--- src/rtl/modrm_ea_gen.sv ---
module modrm_ea_gen (
  input  logic        clk,
  input  logic        rst_n,
  input  logic        in_valid,
  output logic        in_ready,
  input  logic [7:0]  in_modrm,
  input  logic [31:0] in_tail,
  input  logic        in_lea,
  output logic [2:0]  rf_idx,
  input  logic [31:0] rf_data,
  output logic        out_valid,
  output logic [31:0] out_addr,
  output logic [2:0]  out_used,
  output logic        out_direct,
  output logic [2:0]  out_reg,
  output logic [2:0]  out_sub,
  output logic        out_unsup,
  output logic        out_mem
);
  logic        busy;
  logic [7:0]  form_q;
  logic [31:0] tail_q;
  logic        lea_q;

  wire take = in_valid && in_ready;
  assign in_ready = !busy;

  always_ff @(posedge clk) begin
    if (!rst_n) begin
      busy   <= 1'b0;
      form_q <= 8'h0;
      tail_q <= 32'h0;
      lea_q  <= 1'b0;
    end else if (take) begin
      busy   <= 1'b1;
      form_q <= in_modrm;
      tail_q <= in_tail;
      lea_q  <= in_lea;
    end else begin
      busy   <= 1'b0;
    end
  end

  wire [1:0] mode = form_q[7:6];
  wire [2:0] rm   = form_q[2:0];
  assign rf_idx = rm;

  wire is_dir = (mode == 2'b11);
  wire is_sib = !is_dir && (rm == 3'd4);
  wire is_abs = (mode == 2'b00) && (rm == 3'd5);

  logic [31:0] disp;
  logic [31:0] addr_c;
  logic [2:0]  used_c;

  always_comb begin
    disp = (mode == 2'b01) ? {{24{tail_q[7]}}, tail_q[7:0]} : tail_q;
    if (is_dir || is_sib) begin
      addr_c = 32'h0;
      used_c = 3'd0;
    end else if (is_abs) begin
      addr_c = tail_q;
      used_c = 3'd4;
    end else if (mode == 2'b00) begin
      addr_c = rf_data;
      used_c = 3'd0;
    end else begin
      addr_c = (rf_data == 32'h0) ? 32'h0 : rf_data + disp;
      used_c = (mode == 2'b01) ? 3'd1 : 3'd4;
    end
  end

  always_ff @(posedge clk) begin
    if (!rst_n) begin
      out_valid  <= 1'b0;
      out_addr   <= 32'h0;
      out_used   <= 3'd0;
      out_direct <= 1'b0;
      out_reg    <= 3'd0;
      out_sub    <= 3'd0;
      out_unsup  <= 1'b0;
      out_mem    <= 1'b0;
    end else begin
      out_valid <= busy;
      if (busy) begin
        out_addr   <= addr_c;
        out_used   <= used_c;
        out_direct <= is_dir;
        out_reg    <= is_dir ? rm : 3'd0;
        out_sub    <= form_q[5:3];
        out_unsup  <= is_sib;
        out_mem    <= !is_dir && !is_sib && !lea_q;
      end
    end
  end

  a_r1_busy_after_take: assert property (@(posedge clk) disable iff (!rst_n)
    take |=> !in_ready);
  a_r1_index_follows_take: assert property (@(posedge clk) disable iff (!rst_n)
    take |=> rf_idx == $past(in_modrm[2:0]));
  a_r1_result_due: assert property (@(posedge clk) disable iff (!rst_n)
    take |=> ##1 out_valid);
  a_r1_single_pulse: assert property (@(posedge clk) disable iff (!rst_n)
    out_valid |=> !out_valid);
  a_r7_direct_quiet: assert property (@(posedge clk) disable iff (!rst_n)
    (out_valid && out_direct) |-> (!out_mem && out_used == 3'd0 && out_addr == 32'h0));
  a_r8_unsup_quiet: assert property (@(posedge clk) disable iff (!rst_n)
    (out_valid && out_unsup) |-> (!out_mem && out_used == 3'd0 && out_addr == 32'h0));
  a_r7_r8_exclusive: assert property (@(posedge clk) disable iff (!rst_n)
    out_valid |-> !(out_direct && out_unsup));
  a_r6_zero_stays_zero: assert property (@(posedge clk) disable iff (!rst_n)
    (busy && mode[1] != mode[0] && rf_data == 32'h0 && rm != 3'd4) |=> out_addr == 32'h0);
endmodule

--- config.mk ---
export PLATFORM = sky130hd
export DESIGN_NAME = modrm_ea_gen
export DESIGN_NICKNAME = d
export VERILOG_FILES = /design/src/rtl/modrm_ea_gen.sv
export SDC_FILE = /design/constraint.sdc
export NUM_CORES = 1
export LEC_CHECK = 0
export ABC_AREA = 0
export CORE_MARGIN = 10
export CORE_UTILIZATION = 52
export DETAILED_ROUTE_END_ITERATION = 6
export PLACE_DENSITY = 0.82
export SYNTH_ARGS = -nofsm -noshare
export SYNTH_HDL_FRONTEND = slang
export SYNTH_SLANG_ARGS = --single-unit
--- constraint.sdc ---
create_clock -name clk -period 3.56 [get_ports clk]
set_clock_uncertainty 0.05 [all_clocks]
set_input_delay 0.356 -clock clk [delete_from_list [all_inputs] [get_ports clk]]
set_output_delay 0.356 -clock clk [all_outputs]
set_load 0.005 [all_outputs]
==> metrics.txt <==
Chip Width=125.2 um; Mean Syn Cell Area=7.669 um2; Final Wtd Congestion=0.9450; Regs by FF count=out_addr x32, tail_q x32, form_q x8; Max Cap Violations=0; final setup fails=0; htree depth=3; RSZ-0062 raised after global routing=no; io pins=125; Commonest cells post-synth=196 x nand2_1, 86 x dfxtp_1, 49 x a21boi_0; # hold bufs at CTS=0; Combinational Power Share=29.2%; P_sw=0.8358 mW; grt ovf=0; Core ar.=10840 um2; Die Y=125.2 um; async set-reset flop share out of synthesis=0%; initial antenna violation count=0; synthesis warning total=0; leading area contributor after synthesis=dfxtp_1; Flop pwr share=43.0%; TritonCTS Buffers=9; cell count after synthesis=750; Nets=961; Root Buffer=clkbuf_8; initial cell density of the core=53.06%; Worst Setup End Kind=flip-flop; detailed-route via count=5988; cell area power density=337.3 nW/um2; flops & latches, synth=86; Pint=1.618 mW; wire per inst=19.14 um; Net Sw Frac=34.07%; DR DRC count=0; top_reg_cell synth=dfxtp_1; CTS Buffer Depth=2; DRT antenna net count=0; Num Clock Sinks=86; total track usage=23.38%; Routed WL=19020 um; Fmax=302.2 MHz; CTS tree=done; layout cells sized above 1=5.152%; Tmin final=3309 ps; DR pass1 iterations=5; largest net degree at the start of global routing=56; Clk pwr share=27.8%; die area=15670 um2; Clock transition at path regs=100 ps; Yosys top cell area share=29.93%; vias in the first global route=5730; vias per cell=6.024; Max Fanout on Critical Path=11; Slew Limit Headroom=32.76%; required time worst endpoint=3810 ps; Min-Delay Path Class=primary input to flip-flop; Syn-to-layout area delta=26.47%; initial drt markers=522; top-count cell post-synth=nand2_1; CP arrival=3560 ps; VDD IR-drop max=0.0003225 V; Startpoint Class=flip-flop; crit path kind=flip-flop to flip-flop; Placed Area=7073 um2; fin area=7274 um2; final critical-path share of the clock period=92.95%; Final TNS setup=0 ps; site row count=38; leakage=3.087 nW; worst slew pin tran=1007 ps; Worst-Skew Late Latency=400 ps; first-pass GRT wire length=30480 um; Synth cell types=59; fin. max-slew vios=0; port bufs=123; sequential area share after synthesis=29.93%; antenna diode instance count=0; number of synthesized flops with an enable pin=0; area of the mapped netlist=5752 um2; net count after synthesis=862; dpl hpwl=14230 um; Synth area leaders=dfxtp_1 30%, nand2_1 13%, ha_1 7.6%; outcome=complete, no violations; Final Hold Fails=0
## per-stage QoR
| stage | worst slack (ps) | utilization, % | hold WS [ps] | power [mW] | std cells |
|---|---|---|---|---|---|
| after floorplan | 286.1 | - | 393.1 | 1.493 | 750 |
| after global placement | 310.0 | 65.25 | 401.0 | 1.767 | 976 |
| after detailed placement | 226.1 | 65.25 | 412.1 | 1.780 | 976 |
| after CTS | 202.2 | 66.90 | 404.7 | 2.445 | 992 |
| after global routing | 53.64 | 67.11 | 440.1 | 2.563 | 994 |
| final | 250.9 | 67.11 | 417.9 | 2.453 | 994 |
## critical path, cell delays in order (launching register included)
cell and delay (ps):
dfxtp_2 430, nand3b_1 290, buf_4 240, nand2_1 70, ha_1 350, a21o_1 200
a31oi_1 200, o211ai_1 150, a31oi_4 240, o2111a_2 310, nor4_2 80, or3_1 380
a31o_1 220
## cells in the final DEF, fill, tap and decap left out, drive strengths merged, types with 8 or more instances in the layout
| cell | n |
|---|---|
| nor4 | 10 |
| clkdlybuf4s50 | 122 |
| dfxtp | 86 |
| o21a | 10 |
| xnor2 | 15 |
| a21boi | 49 |
| clkbuf | 10 |
| a21o | 15 |
| a21oi | 44 |
| buf | 18 |
| a31oi | 9 |
| and2 | 11 |
| nor2b | 16 |
| nand4 | 12 |
| o21ai | 28 |
| nor2 | 21 |
| o2bb2ai | 18 |
| ha | 35 |
| mux2i | 23 |
| xor2 | 8 |
| nand2 | 196 |
## cell type report
class,count,area (um2)
inverters,3,11.26
multi-input cells,609,3820
fillers,952,3566
flip-flops and latches,86,1723
clock inverters,6,51.30
clock buffers,10,127.6
well taps,140,175.2
repair buffers,140,1366
## logic make-up after synthesis
logic type | after synthesis | synth area share [%]
compound gates | 222 | 27.04
xor+xnor | 23 | 3.502
fa+ha+maj | 36 | 7.962
buf+inv | 55 | 3.894
flops | 86 | 29.93
mux | 23 | 4.003
other cells | 1 | 0.06520
simple gates | 304 | 23.60
## power by group through the flow
stage / logic (mW) / registers, mW / clock network [mW]
4_1_cts: 0.707 / 1.05 / 0.683
5_1_grt: 0.781 / 1.06 / 0.720
6_report: 0.716 / 1.06 / 0.682
3_5_place_dp: 0.702 / 1.08 / 0
3_3_place_gp: 0.691 / 1.08 / 0
2_1_floorplan: 0.424 / 1.07 / 0
## repair_timing
item,CTS,global route
gates resized for setup,0,2
setup buffers,0,2
endpoints found under the setup margin,0,5
## path summary, 6_finish.rpt
path,start,to,slack (ps),cells after the start
worst max-delay path,form_q[7]$_SDFFE_PN0P_,out_addr[29]$_SDFFE_PN0P_,250,12
worst min-delay path,rst_n,out_addr[21]$_SDFFE_PN0P_,420,2
worst max register to register,form_q[7]$_SDFFE_PN0P_,out_addr[29]$_SDFFE_PN0P_,250,12
worst min register to register,form_q[3]$_SDFFE_PN0P_,form_q[3]$_SDFFE_PN0P_,430,2
## metal layers
layer | GRT usage (%) | part of all wire, % | wire length (um)
met3 | 4.436 | 6.5 | 1234
met4 | 9.282 | 2.1 | 392
met2 | 38.04 | 47 | 8969
met5 | 0 | 0 | 0
met1 | 29.80 | 44 | 8425
Note: power is estimated with default switching activity, not from simulation.
